==> config.mk <==
export PLATFORM = sky130hd
export DESIGN_NAME = audio_frame_tx
export DESIGN_NICKNAME = d
export VERILOG_FILES = /design/src/rtl/afx_pkg.sv /design/src/rtl/afx_fifo.sv /design/src/rtl/afx_bclk_gen.sv /design/src/rtl/afx_serializer.sv /design/src/rtl/audio_frame_tx.sv
export SDC_FILE = /design/constraint.sdc
export NUM_CORES = 1
export LEC_CHECK = 0
export BUFFER_PORTS_ARGS = -buffer_cell sky130_fd_sc_hd__buf_4
export CELL_PAD_IN_SITES_DETAIL_PLACEMENT = 0
export CELL_PAD_IN_SITES_GLOBAL_PLACEMENT = 2
export CORE_MARGIN = 2
export CORE_UTILIZATION = 44
export DETAILED_ROUTE_END_ITERATION = 16
export HOLD_SLACK_MARGIN = 0.08
export PLACE_DENSITY = 0.86
export SYNTH_ARGS = -nofsm -noshare
export SYNTH_HDL_FRONTEND = slang
export SYNTH_SLANG_ARGS = --single-unit
export TNS_END_PERCENT = 20
==> constraint.sdc <==
create_clock -name clk -period 3.7 [get_ports clk]
set_clock_uncertainty 0.05 [all_clocks]
set_input_delay 1.11 -clock clk [delete_from_list [all_inputs] [get_ports clk]]
set_output_delay 1.11 -clock clk [all_outputs]
set_load 0.005 [all_outputs]
==> src/rtl/afx_pkg.sv <==
package afx_pkg;
  localparam int WORD_W = 32;
  localparam int IDX_W  = $clog2(WORD_W);
  localparam int DIV_W  = 8;

  localparam logic [2:0] ADDR_CTRL  = 3'd0;
  localparam logic [2:0] ADDR_CLK   = 3'd1;
  localparam logic [2:0] ADDR_FRAME = 3'd2;
  localparam logic [2:0] ADDR_SLOT  = 3'd3;
  localparam logic [2:0] ADDR_LEVEL = 3'd4;

  typedef struct packed {
    logic [IDX_W-1:0] words_m1;
    logic [IDX_W-1:0] sync_m1;
    logic [IDX_W-1:0] w0_m1;
    logic [IDX_W-1:0] wn_m1;
    logic [IDX_W-1:0] first_idx;
    logic             msb_first;
    logic             early;
    logic             fs_low;
  } frame_cfg_t;
endpackage

==> src/rtl/afx_fifo.sv <==
module afx_fifo #(
  parameter int W     = 32,
  parameter int DEPTH = 32,
  localparam int PTR_W = (DEPTH > 1) ? $clog2(DEPTH) : 1,
  localparam int CNT_W = $clog2(DEPTH + 1)
) (
  input  logic             clk,
  input  logic             rst_n,
  input  logic             push,
  input  logic [W-1:0]     din,
  input  logic             pop,
  output logic [W-1:0]     head,
  output logic [CNT_W-1:0] count,
  output logic             full,
  output logic             empty
);
  logic [W-1:0]     mem [DEPTH];
  logic [PTR_W-1:0] wr_ptr, rd_ptr;
  logic             wr_ok, rd_ok;

  function automatic logic [PTR_W-1:0] bump(input logic [PTR_W-1:0] p);
    return (p == PTR_W'(DEPTH - 1)) ? '0 : p + 1'b1;
  endfunction

  assign full  = (count == CNT_W'(DEPTH));
  assign empty = (count == '0);
  assign wr_ok = push && !full;
  assign rd_ok = pop && !empty;
  assign head  = mem[rd_ptr];

  always_ff @(posedge clk) begin
    if (wr_ok) mem[wr_ptr] <= din;
  end

  always_ff @(posedge clk) begin
    if (!rst_n) begin
      wr_ptr <= '0;
      rd_ptr <= '0;
      count  <= '0;
    end else begin
      if (wr_ok) wr_ptr <= bump(wr_ptr);
      if (rd_ok) rd_ptr <= bump(rd_ptr);
      case ({wr_ok, rd_ok})
        2'b10:   count <= count + 1'b1;
        2'b01:   count <= count - 1'b1;
        default: count <= count;
      endcase
    end
  end


  count_bound_chk: assert property (@(posedge clk) disable iff (!rst_n)
    count <= CNT_W'(DEPTH));


  no_overflow_chk: assert property (@(posedge clk) disable iff (!rst_n)
    (full && push && !pop) |=> full);
endmodule

==> src/rtl/afx_bclk_gen.sv <==
module afx_bclk_gen
  import afx_pkg::*;
(
  input  logic             clk,
  input  logic             rst_n,
  input  logic             run,
  input  logic [DIV_W-1:0] div,
  input  logic             pol,
  output logic             bclk,
  output logic             drive_tick
);
  logic [DIV_W-1:0] cnt;
  logic             raw;
  logic             wrap;

  assign wrap       = (cnt == div);
  assign drive_tick = run && wrap && raw;
  assign bclk       = raw ^ pol;

  always_ff @(posedge clk) begin
    if (!rst_n || !run) begin
      cnt <= '0;
      raw <= 1'b0;
    end else if (wrap) begin
      cnt <= '0;
      raw <= ~raw;
    end else begin
      cnt <= cnt + 1'b1;
    end
  end


  div_window_chk: assert property (@(posedge clk) disable iff (!rst_n)
    run |-> (cnt <= div));
endmodule

==> src/rtl/afx_serializer.sv <==
module afx_serializer
  import afx_pkg::*;
(
  input  logic              clk,
  input  logic              rst_n,
  input  logic              enable,
  input  logic              tick,
  input  frame_cfg_t        cfg,
  input  logic              fifo_empty,
  input  logic [WORD_W-1:0] fifo_head,
  output logic              pop,
  output logic              underrun,
  output logic              sdata,
  output logic              fsync
);
  localparam int POS_W = IDX_W + 1;

  typedef enum logic [1:0] {S_IDLE, S_LEAD, S_RUN} st_t;

  st_t               st;
  logic [IDX_W-1:0]  bit_k, word_n, idx;
  logic [POS_W-1:0]  pos;
  logic [WORD_W-1:0] cur_word;
  logic              sd_q, fs_q;

  logic [IDX_W-1:0]  cur_w, sel_idx, next_idx;
  logic [WORD_W-1:0] load_word;
  logic              word_start, last_bit, frame_end;
  logic              emit, go_lead, bit_val, fs_now;

  always_comb begin
    cur_w      = (word_n == '0) ? cfg.w0_m1 : cfg.wn_m1;
    word_start = (bit_k == '0);
    last_bit   = (bit_k == cur_w);
    frame_end  = last_bit && (word_n == cfg.words_m1);
    load_word  = fifo_empty ? '0 : fifo_head;
    sel_idx    = word_start ? cfg.first_idx : idx;
    next_idx   = cfg.msb_first ? IDX_W'(sel_idx - 1'b1) : IDX_W'(sel_idx + 1'b1);
    bit_val    = word_start ? load_word[cfg.first_idx] : cur_word[idx];
    if (cfg.early) fs_now = frame_end || (pos < {1'b0, cfg.sync_m1});
    else           fs_now = (pos <= {1'b0, cfg.sync_m1});
    go_lead    = tick && (st == S_IDLE) && !fifo_empty && cfg.early;
    emit       = tick && ((st == S_RUN) || (st == S_LEAD) ||
                 ((st == S_IDLE) && !fifo_empty && !cfg.early));
  end

  assign pop      = emit && word_start && !fifo_empty;
  assign underrun = emit && word_start && fifo_empty;
  assign sdata    = sd_q;
  assign fsync    = fs_q ^ cfg.fs_low;

  always_ff @(posedge clk) begin
    if (!rst_n || !enable) begin
      st       <= S_IDLE;
      bit_k    <= '0;
      word_n   <= '0;
      pos      <= '0;
      idx      <= '0;
      cur_word <= '0;
      sd_q     <= 1'b0;
      fs_q     <= 1'b0;
    end else if (go_lead) begin
      st   <= S_LEAD;
      sd_q <= 1'b0;
      fs_q <= 1'b1;
    end else if (emit) begin
      st   <= S_RUN;
      sd_q <= bit_val;
      fs_q <= fs_now;
      idx  <= next_idx;
      if (word_start) cur_word <= load_word;
      if (frame_end) begin
        bit_k  <= '0;
        word_n <= '0;
        pos    <= '0;
      end else begin
        if (last_bit) begin
          bit_k  <= '0;
          word_n <= word_n + 1'b1;
        end else begin
          bit_k <= bit_k + 1'b1;
        end
        if (pos != '1) pos <= pos + 1'b1;
      end
    end
  end


  stable_off_tick_chk: assert property (@(posedge clk) disable iff (!rst_n)
    (enable && !tick) |=> ($stable(sd_q) && $stable(fs_q)));


  wait_for_data_chk: assert property (@(posedge clk) disable iff (!rst_n)
    ((st == S_IDLE) && fifo_empty) |=> (st == S_IDLE));


  pop_on_tick_chk: assert property (@(posedge clk) disable iff (!rst_n)
    pop |-> (tick && enable));
endmodule

==> src/rtl/audio_frame_tx.sv <==
module audio_frame_tx
  import afx_pkg::*;
#(
  parameter int FIFO_DEPTH = 32
) (
  input  logic              clk,
  input  logic              rst_n,
  input  logic              cfg_we,
  input  logic [2:0]        cfg_addr,
  input  logic [31:0]       cfg_wdata,
  input  logic              s_valid,
  input  logic [WORD_W-1:0] s_data,
  output logic              s_ready,
  output logic              bclk,
  output logic              fsync,
  output logic              sdata,
  output logic              fifo_req,
  output logic              err_flag,
  output logic              irq
);
  localparam int CNT_W = $clog2(FIFO_DEPTH + 1);

  logic             tx_en_q, bclk_en_q, dma_en_q, err_ie_q, err_q;
  logic [DIV_W-1:0] div_q;
  logic             pol_q;
  logic [IDX_W-1:0] wm_q;
  frame_cfg_t       cfg_q;

  logic             cfg_open, run, tick;
  logic             pop, underrun, full, empty, clr_err;
  logic [WORD_W-1:0] head;
  logic [CNT_W-1:0] count;
  logic             cfg_unused;

  assign cfg_unused = ^{cfg_wdata[31:21], cfg_wdata[15:13]};
  assign cfg_open   = cfg_we && !tx_en_q;
  assign clr_err    = cfg_we && (cfg_addr == ADDR_CTRL) && cfg_wdata[8];
  assign run        = tx_en_q && bclk_en_q;

  always_ff @(posedge clk) begin
    if (!rst_n) begin
      tx_en_q   <= 1'b0;
      bclk_en_q <= 1'b0;
      dma_en_q  <= 1'b0;
      err_ie_q  <= 1'b0;
      div_q     <= '0;
      pol_q     <= 1'b0;
      wm_q      <= '0;
      cfg_q     <= '0;
    end else begin
      if (cfg_we && cfg_addr == ADDR_CTRL) begin
        tx_en_q   <= cfg_wdata[0];
        bclk_en_q <= cfg_wdata[1];
        dma_en_q  <= cfg_wdata[2];
        err_ie_q  <= cfg_wdata[3];
      end
      if (cfg_open) begin
        case (cfg_addr)
          ADDR_CLK: begin
            div_q <= cfg_wdata[DIV_W-1:0];
            pol_q <= cfg_wdata[8];
          end
          ADDR_FRAME: begin
            cfg_q.words_m1  <= cfg_wdata[4:0];
            cfg_q.sync_m1   <= cfg_wdata[12:8];
            cfg_q.msb_first <= cfg_wdata[16];
            cfg_q.early     <= cfg_wdata[17];
            cfg_q.fs_low    <= cfg_wdata[18];
          end
          ADDR_SLOT: begin
            cfg_q.w0_m1     <= cfg_wdata[4:0];
            cfg_q.wn_m1     <= cfg_wdata[12:8];
            cfg_q.first_idx <= cfg_wdata[20:16];
          end
          ADDR_LEVEL: wm_q <= cfg_wdata[4:0];
          default: ;
        endcase
      end
    end
  end

  always_ff @(posedge clk) begin
    if (!rst_n)        err_q <= 1'b0;
    else if (underrun) err_q <= 1'b1;
    else if (clr_err)  err_q <= 1'b0;
  end

  assign err_flag = err_q;
  assign irq      = err_q && err_ie_q;
  assign s_ready  = !full;
  assign fifo_req = dma_en_q && (count <= CNT_W'(wm_q));

  afx_fifo #(.W(WORD_W), .DEPTH(FIFO_DEPTH)) u_fifo (
    .clk(clk), .rst_n(rst_n), .push(s_valid), .din(s_data), .pop(pop),
    .head(head), .count(count), .full(full), .empty(empty)
  );

  afx_bclk_gen u_bclk (
    .clk(clk), .rst_n(rst_n), .run(run), .div(div_q), .pol(pol_q),
    .bclk(bclk), .drive_tick(tick)
  );

  afx_serializer u_ser (
    .clk(clk), .rst_n(rst_n), .enable(run), .tick(tick), .cfg(cfg_q),
    .fifo_empty(empty), .fifo_head(head), .pop(pop), .underrun(underrun),
    .sdata(sdata), .fsync(fsync)
  );


  err_sticky_chk: assert property (@(posedge clk) disable iff (!rst_n)
    (err_q && !clr_err) |=> err_q);


  cfg_locked_chk: assert property (@(posedge clk) disable iff (!rst_n)
    (tx_en_q && $past(tx_en_q)) |-> ($stable(div_q) && $stable(cfg_q)));


  req_gated_chk: assert property (@(posedge clk) disable iff (!rst_n)
    (fifo_req && !s_valid) |=> (fifo_req || !dma_en_q || $past(pop) || $past(cfg_we)));
endmodule

; Yosys cells after proc, flatten, opt, wreduce, memory -nomap -nowiden
; Memories as Yosys holds them, arrays and structs flattened. A register that Yosys moved wholly into a read port is not among the register bits.
; Cells that the tools add are included.
[word_totals]
register_bits = 129
latch_bits = 0
ramBits = 1024
mem_bits_ro = 0
inputBits = 71
output_inout_bits = 7
mem_count = 1
[op_classes]
n_addsub = 10
multipliers = 0
div = 0
order_cmp = 5
n_eq_ne = 15
shifts = 0
mux = 29
n_bitwise = 4
reduce_logical = 50
[memory_table]
columns = memory, words, width, read_ports, rd_clocked_by_memory_dff, wr, line
row1 = u_fifo.mem, 32, 32, 1, 1, 1, afx_fifo.sv:17  ; logic [W-1:0] mem [DEPTH];
[ops]
columns = operator, count
row1 = two-way mux 5 bit, 11
row2 = two-way mux 32 bit, 1
row3 = "adder 5 x 1 -> 5 bit, second input constant", 5
row4 = logical AND 1 bit, 20
row5 = "adder 6 x 1 -> 6 bit, second input constant", 2
row6 = less-or-equal comparator 6 x 5 -> 1 bit, 2
row7 = "less-than comparator 5 x 6 -> 1 bit, second input constant", 2
row8 = two-way mux 1 bit, 12
row9 = two-way mux 6 bit, 2
row10 = case mux 6 bit (2 select lines), 1
row11 = binary-select mux 1 bit (select 5 bit), 2
row12 = == test 5 bit, 2
row13 = "== test 5 bit, second input constant", 2
row14 = logical NOT 5 bit, 2
row15 = AND reduction 2 bit, 5
row16 = nonzero test 2 bit, 5
row17 = AND reduction 3 bit, 3
row18 = "adder 8 x 1 -> 8 bit, second input constant", 1
row19 = == test 8 bit, 1
row20 = "== test 3 x 2 -> 1 bit, second input constant", 2
row21 = "== test 6 bit, second input constant", 1
row22 = logical NOT 1 bit, 6
row23 = logical NOT 6 bit, 1
row24 = less-than comparator 6 x 5 -> 1 bit, 1
row25 = other kinds (13), 21

; Depth between registers and ports, before layout
; Gate-level depths: netlist of the first run.
[depth]
depth_word = 11
mapped_depth = 17
depth_no_buf = 15

; Hierarchy
; Synthesis of the first run repeated with hierarchy kept, for this count alone.
[unflattened]
hier_cells = 2732
hier_area_um2 = 46484.6
[by_module_without_submodules]
columns = module, n_inst, cells_per_inst, area_each_um2, seq_area_each_um2
row1 = afx_fifo, 1, 2058, 40405.0, 31169.9
row2 = afx_serializer, 1, 442, 3658.5, 1141.1
row3 = audio_frame_tx, 1, 182, 1971.9, 940.9
row4 = afx_bclk_gen, 1, 50, 449.2, 180.2

; Least setup slack after synthesis of the first run
; Ideal clock, no wire load.
[synth_path]
kind = in2reg
from = input port s_valid
to = memory u_fifo.mem[31][0], enable pin
setup_time_ps = 421
arrival_time_ps = 3021
setup_slack_ps = 208
cell_stages = 4
cell_sequence = and2_1 clkbuf_1 nand2_1 nor2_1
[synth_between]
elab_chain_len = 3
[synth_lines]
columns = element, line
row1 = start: declaration, audio_frame_tx.sv:11  ; input logic s_valid,
row2 = logical AND 1 bit, afx_fifo.sv:27  ; assign wr_ok = push && !full;
row3 = two-way mux 1 bit, afx_fifo.sv:32  ; if (wr_ok) mem[wr_ptr] <= din;
row4 = two-way mux 1 bit (implied by the code), afx_fifo.sv:32
row5 = end: declaration, afx_fifo.sv:17
; No other way between the ends.

; Worst setup path after layout of the first run
[layout_path]
from = register wm_q[1]
to = output port fifo_req
[layout_between]
elab_chain_len = 2
[layout_lines]
columns = element, line
row1 = start: declaration, audio_frame_tx.sv:26  ; logic [IDX_W-1:0] wm_q;
row2 = start signal: assignment, audio_frame_tx.sv:75  ; ADDR_LEVEL: wm_q <= cfg_wdata[4:0];
row3 = less-or-equal comparator 6 x 5 -> 1 bit, audio_frame_tx.sv:91  ; assign fifo_req = dma_en_q && (count <= CNT_W'(wm_q));
row4 = logical AND 1 bit, audio_frame_tx.sv:91
row5 = end: declaration, audio_frame_tx.sv:17  ; output logic fifo_req,
; No other way between the ends.

==> results.md, run 1 <==
* Final hold vios at 0
* Core ar. at 104000 sq um
* Port Buffer Count at 63
* Cell row count at around 120
* Die area at 107000 sq um
* Fin crit period at 3.53 ns
* Hold WC Path Type: flip-flop to flip-flop
* Vias in the first global route at around 26000
* Placer Congestion at between 0.8 and 0.9
* Max frequency at approximately 0.28 GHz
* H-tree levels at 3
* Placed cell areas at 49500 sq um
* Num Clock Sinks at ~1200
* Logic gate share of total power at between 2 and 2.5%
* Setup violators final at 0
* Status: completed
* Post-synth EDFFs at 1024
* Register area share after synthesis at around 73%
* Worst-Skew Late Latency at roughly 0.72 ns
* Pleak at ~0.017 uW
* CTS clk-pin slew, worst paths at around 0.06 ns
* Final WL at between 100000 and 150000 microns
* Asr flop ratio synth at 0%
* WS Path Type: flip-flop to output port
* Final ANT Viol Nets at 0
* Maximum fanout along the worst path at 2
* Detailed placer's ending HPWL at roughly 75000 microns
* Maximum VDD drop at approximately 0.00042 V
* Area grow syn2layout at 15.4%
* Critical Path RT at between 2 and 3 ns
* Initial antenna violation count at 5
* Die Span Y at 328 microns
* Sw frac at around 20%
* Vias at about 26000
* RSZ-0062 raised after global routing: false
* DR iter-0 viols at about 3300
* Dominant cells by area after synthesis: edfxtp_1 67%, mux4_2 11%, dfxtp_1 5.8%, mux2i_1 3.2%, nand2_1 1.2%
* Ys Warns at 0
* DR WL/cell at 29.4 microns
* Max-slew violations at 0
* Synthesized instance count at between 2000 and 3000
* Die width at roughly 330 microns
* Synth top area share at between 60% and 70%
* Synthesized area at 46100 sq um
* CP max-delay cell: dfxtp_2
* Clock power share at 43.1%
* Fin crit share at between 90 and 100%
* First-pass GRT wire length at between 150000 and 200000 microns
* Initial Utilization at between 40 and 50%
* Boundary Pins at 78
* Seq pwr share at a little over half
* DR vias/cell at between 6 and 7
* Critical Path AT at around 2.4 ns
* Int Pwr at approximately 21000 uW
* Cell Chain, Critical Path: inv_1, ha_1, nor2b_1, o21a_1, o21ai_1, nand2b_1, a21oi_1, a31oi_1, nor3b_2, buf_4
* Net Switching at 5370 uW
* DRT Pass-1 Iters at 6
* Largest net degree at the start of global routing at 66
* Least-Margin Pin Slew at 1.02 ns
* Family with the most delay on the worst path: compound AO/OA/AOI/OAI gates
* Syn Nets at about 2700
* Post-CTS Setup Inserts at 0
* Share of cells above drive strength 1 at approximately a quarter
* CTS tree: done
* WP buf/inv at 2
* Crit end category: output port
* Root Buffer: clkbuf_16
* Critical path's largest stage delay at around 0.33 ns
* Ys flop type: edfxtp_1
* Post-route design area at around 53000 sq um
* Yosys reg bits at 1158
* Power Density at between 400 and 500 nW/um^2
* Synth cell types at a little under 80
* Kind of start point of the critical path: flip-flop
* TritonCTS Buffers at between 100 and 150
* Final nets at a little under 3000
* Total grt overflow at 0
* Fin Setup TNS at 0 ns
* CTS max path bufs at 3
* Synth Area per Inst at 17.9 sq um
* Post-route DRC at 0
* Cell taking the most area after synthesis: edfxtp_1
* Relative slew slack at between 30% and 40%
* Fillers at between 8000 and 9000
* Total Routing Usage GR at between 20% and 30%
* Max cap viols at 0
==> worst register-to-register path, cell delays in order, from the launching register on <==
cell and delay [ns]:
dfxtp_1 0.46, or4_1 0.25, o311ai_2 0.11, a2111oi_2 0.46, nand3_1 0.20, inv_2 0.14
ha_2 0.29, and3b_1 0.20, a21oi_1 0.12, o22ai_1 0.15, and3_1 0.22, o21ai_0 0.19
a21oi_1 0.11, xor2_1 0.15, and2_1 0.16
==> cells by family after synthesis <==
logic type,share of synthesized area (%)
buf+inv,1.74
mux,14.3
fa+ha+maj,0.857
compound gates,4.51
simple gates,5.20
flops,72.5
xor+xnor,0.836
==> state kept, by name (all words and copies together), names as in the netlist, 2 cells and up, named ones only <==
signal / flops
wm_q: 5
u_ser.cur_word: 32
u_bclk.cnt: 8
u_ser.pos: 6
u_fifo.rd_ptr: 5
u_ser.word_n: 5
div_q: 8
u_fifo.wr_ptr: 5
u_fifo.count: 6
u_ser.bit_k: 5
cfg_q: 28
u_ser.idx: 5
u_ser.st: 2
u_fifo.mem: 1024
==> worst paths after layout <==
kind                                         from  slack [ns]  depth (start not counted)                 to
worst max-delay path                      wm_q[1]        0.17                         10           fifo_req
worst min register to register  u_ser.cur_word[8]        0.41                          2  u_ser.cur_word[8]
worst max register to register    u_fifo.count[3]        0.34                         14    u_fifo.count[5]
worst min-delay path            u_ser.cur_word[8]        0.41                          2  u_ser.cur_word[8]
==> what timing repair did <==
action / in CTS / in global routing
pin swaps: 2 / 3
gates resized for setup: 3 / 4
hold buffers: 0 / 0
endpoints found under the setup margin: 1 / 3
==> Yosys cell counts, types with 12 or more instances <==
cell / n
edfxtp_1: 1024
buf_1: 12
xor2_1: 22
mux2i_1: 149
a21oi_1: 77
nand2b_1: 18
or3_1: 13
buf_4: 16
xnor2_1: 22
nor2_1: 110
clkbuf_1: 61
a22oi_1: 32
and3_1: 14
inv_1: 29
dfxtp_1: 134
nor3_1: 32
a21boi_0: 18
buf_2: 37
o22ai_1: 21
mux4_2: 220
a221oi_1: 20
ha_1: 30
nand4_1: 16
nand3_1: 44
a31oi_1: 13
nand2_1: 145
o21ai_0: 29
nor2b_1: 49
a32oi_1: 12
mux2_2: 15
==> per-layer routing <==
metal / routed length, microns / global-route usage [%] / vias up
met2: 61000 / 38.2 / 1324
met1: 48300 / 30.9 / 13400
met3: 11900 / 4.49 / 224
met5: 34 / 0 / -
met4: 4070 / 7.94 / 6
li1: - / - / 10700
==> final cells by class <==
class                      instances  area [sq um]  share of cell area, %
timing repair buffer             222          2070                   3.88
tap                             1380          1730                   3.24
inverter                          36           135                  0.254
multi-input combinational       1253         12200                   22.9
clock inverter                    72           714                   1.34
sequential                      1158         33500                   62.8
clock buffer                     141          2950                   5.55
antenna                            3          7.51                 0.0141
==> per-stage QoR <==
stage / instances / hold WS [ns] / utilization (%) / worst slack [ns] / total power [uW]
global placement: 4050 / 0.387 / 47.7 / 0.280 / 15200
floorplan: 2581 / 0.379 / - / 0.208 / 14800
CTS: 4262 / 0.405 / 51.3 / 0.0181 / 26400
finish: 4265 / 0.407 / 51.3 / 0.171 / 26200
global route: 4264 / 0.422 / 51.3 / 0.0176 / 26900
detailed placement: 4050 / 0.398 / 47.7 / 0.274 / 15200
==> power groups by stage <==
stage | Sequential [uW] | Clock [uW] | Combinational, uW
after floorplan | 14600 | 0 | 233
after global placement | 14600 | 0 | 597
after global routing | 14300 | 11900 | 670
after detailed placement | 14600 | 0 | 624
after CTS | 14300 | 11400 | 623
final | 14300 | 11300 | 623
==> cells in the final DEF (no fill, tap or decap), types with 21 or more instances in the layout <==
master     Yosys  routed
mux4_2       220     220
nor3_1        32      30
a21oi_1       77      77
nor2b_1       49      47
a22oi_1       32      32
nor2_4         0      32
clkinv_1       2      29
o22ai_1       21      21
ha_1          30      29
clkbuf_16      0     113
inv_1         29      29
nand3_1       44      42
nor2_1       110      78
o21ai_0       29      28
buf_12         0      32
edfxtp_1    1024    1024
xnor2_1       22      22
nand2_1      145     145
xor2_1        22      22
dfxtp_1      134     127
buf_4         16     190
mux2i_1      149     149
clkbuf_1      61      26
Note: power is estimated with default switching activity, not from simulation.
==> run 2: changes to the inputs <==
--- a/config.mk
+++ b/config.mk
@@ -6,13 +6,14 @@
 export NUM_CORES = 1
 export LEC_CHECK = 0
 export BUFFER_PORTS_ARGS = -buffer_cell sky130_fd_sc_hd__buf_4
+export CAP_MARGIN = 10
 export CELL_PAD_IN_SITES_DETAIL_PLACEMENT = 0
 export CELL_PAD_IN_SITES_GLOBAL_PLACEMENT = 2
 export CORE_MARGIN = 2
-export CORE_UTILIZATION = 44
+export CORE_UTILIZATION = 48
 export DETAILED_ROUTE_END_ITERATION = 16
 export HOLD_SLACK_MARGIN = 0.08
-export PLACE_DENSITY = 0.86
+export PLACE_DENSITY = 0.89
 export SYNTH_ARGS = -nofsm -noshare
 export SYNTH_HDL_FRONTEND = slang
 export SYNTH_SLANG_ARGS = --single-unit
==> constraint.sdc (replaced) <==
create_clock -name clk -period 3.6 [get_ports clk]
set_clock_uncertainty 0.05 [all_clocks]
set_input_delay 1.08 -clock clk [delete_from_list [all_inputs] [get_ports clk]]
set_output_delay 1.08 -clock clk [all_outputs]
set_load 0.01 [all_outputs]
==> run 2 against run 1 <==
  * Clock power increased by 6%
  * Flip-flop and latch count unchanged
  * Count of clock-buffer cells in the layout increased by 3
  * Combinational power increased by 3%
  * Wire length decreased by 0.31%
  * Highest routed layer unchanged
  * Total power increased by 4.4%
  * Setup slack got worse by 0.035 ns
  * Utilization increased by 4.7 points
  * Cell area increased by 0.11%
  * Largest power group unchanged
  * Critical endpoint unchanged
==> results.md, run 2 (synthesis gave the netlist of run 1 again) <==
* Status: completed
* Initial antenna violation count at 4
* Boundary Pins at 78
* # hold bufs at CTS at 0
* Final Worst Setup Slack at between 0.1 and 0.15 ns
* WP buf/inv at 2
* Post-route DRC at 0
* CP max-delay cell: dfxtp_2
* DR iter-0 viols at 3394
* Vias in the first global route at between 20000 and 30000
* Die width at ~310 microns
* Multi-input gate area at about 12000 sq um
* Pleak at between 0.015 and 0.02 uW
* Crit end category: output port
* Die area at 98600 sq um
* Share of cells above drive strength 1 at between 20% and 30%
* Family with the most delay on the worst path: compound AO/OA/AOI/OAI gates
* Largest register by flop count: u_fifo.mem
* DP Worst Slack at ~0.063 ns
* Worst hold path stage count at 2
* Reg2reg end: u_fifo.count[4]
* First-pass GRT wire length at between 150000 and 200000 microns
* Power Density at 514 nW/um^2
* Worst-Skew Late Latency at just over 0.7 ns
* FF-to-FF setup slack at ~0.26 ns
* DRT Pass-1 Iters at 7
* Initial Utilization at 48.5%
* Num Clock Sinks at ~1200
* Post-CTS Setup Inserts at 0
* CTS clk-pin slew, worst paths at roughly 0.070 ns
* Port Buffer Count at 63
* Top flop regs: u_fifo.mem (1024), u_ser.cur_word (32), cfg_q (28)
* Total Routing Usage GR at 25.4%
* Die Span Y at around 310 microns
* Critical path's largest stage delay at between 0.3 and 0.4 ns
* Reg area at 33400 sq um
* DR vias/cell at about 6.2
* RSZ-0062 raised after global routing: true
* Critical Path AT at about 2.3 ns
* Placer Congestion at between 0.8 and 0.9
* Final WL at approximately 120000 microns
* Leading cell types in the layout, fill and taps excluded: 1024 x edfxtp_1, 220 x mux4_2, 189 x buf_4
* Most common library cell in the layout ignoring fill and taps: edfxtp_1
* Cell row count at 113
* H-tree levels at 3
* CTS tree: done
* Fillers at 7112
* CTS max path bufs at 3
* Total power at ~27000 uW
* GR Util met2 at between 40% and 50%
* Placed Instances at between 3000 and 4000
* Fin crit period at between 3 and 4 ns
* Fin crit share at 96.2%
* Max-slew violations at 0
* Vias at about 26000
* Detailed placer's ending HPWL at approximately 75000 microns
* Final hold vios at 0
* Area grow syn2layout at 15.6%
* Hold path startpoint: u_ser.cur_word[21]
* Maximum fanout along the worst path at 7
* Worst Hold End: u_ser.cur_word[21]
* Hold WC Path Type: flip-flop to flip-flop
* R2r startpoint: u_fifo.count[3]
* Relative slew slack at 34.2%
* Kind of start point of the critical path: flip-flop
* Setup violators final at 0
* Max cap viols at 0
* Total grt overflow at 0
* Cell Count, Final, Fillers Out at approximately 4200
* DR WL/cell at 30.1 microns
* Met3 global-route usage at 5.05%
* Worst r2r path cells at 13
* WS Path Type: flip-flop to output port
* Source of the critical timing path: u_fifo.count[1]
* Top Usage Layer GRT: met2
* Max reg flops at approximately 1000
* Least-Margin Pin Slew at 0.984 ns
* Maximum VDD drop at between 0.0004 and 0.0005 V
* Largest net degree at the start of global routing at 68
* Cell Chain, Critical Path: buf_6, ha_4, nor2b_1, o21a_1, o21ai_1, nand2b_1, a21oi_2, a31oi_1, nor3b_2, buf_4
* Final ANT Viol Nets at 0
* Root Buffer: clkbuf_16
* Critical Path RT at 2.47 ns
* Max frequency at about 0.29 GHz
* Core ar. at about 95000 sq um
* Final nets at 2889
* TritonCTS Buffers at ~110
* Grt met1 use at 34.2%
[run 2: timing repair]
action | 4_1_cts | 5_1_grt
gates resized for setup | 5 | 3
pin swaps | 3 | 2
endpoints found under the setup margin | 1 | 4
[run 2: routing by layer]
metal	up-vias	wire (microns)
li1	10800	-
met1	13400	47700
met2	1381	61000
met3	266	11700
met4	2	4460
met5	-	12
[run 2: worst max-delay path by stage]
stage | to | cells after the start
finish | fifo_req | 10
global route | fifo_req | 10
CTS | fifo_req | 10
detailed placement | u_fifo.count[4] | 11
global placement | u_fifo.count[4] | 11
floorplan | u_fifo.count[5] | 16
[run 2: power breakdown]
group | internal, uW | leakage (uW) | switching [uW]
registers | 14700 | 0.0103 | 28.6
clock network | 6970 | 0.00184 | 5060
logic | 197 | 0.00459 | 446
[run 2: through the flow]
step,hold WS (ns),utilization (%),TNS [ns],cell area [sq um]
after floorplan,0.379,-,0,46100
after global placement,0.386,52.0,0,49400
after detailed placement,0.395,52.0,0,49400
after CTS,0.404,56.0,0,53300
after global routing,0.429,56.0,-0.0275,53300
final,0.405,56.0,0,53300
[run 2: layout make-up]
type | count | share of cell area, %
Clock inverter | 68 | 1.47
Inverter | 36 | 0.254
Timing Repair Buffer | 225 | 4.00
Clock buffer | 144 | 5.68
Antenna cell | 3 | 0.0141
Sequential cell | 1158 | 62.8
Tap cell | 1265 | 2.97
Multi-Input combinational cell | 1253 | 22.8
[run 2: worst reg2reg max path: stages, from the launching register on]
cell and delay [ns]:
dfxtp_1 0.38, or4_1 0.58, o311ai_1 0.34, a2111oi_2 0.14, nand3_1 0.15, inv_2 0.08, ha_2 0.23, xor2_1 0.16
ha_1 0.19, a21oi_2 0.18, o22ai_1 0.13, a222oi_1 0.31, o21ai_0 0.15, a21boi_0 0.19
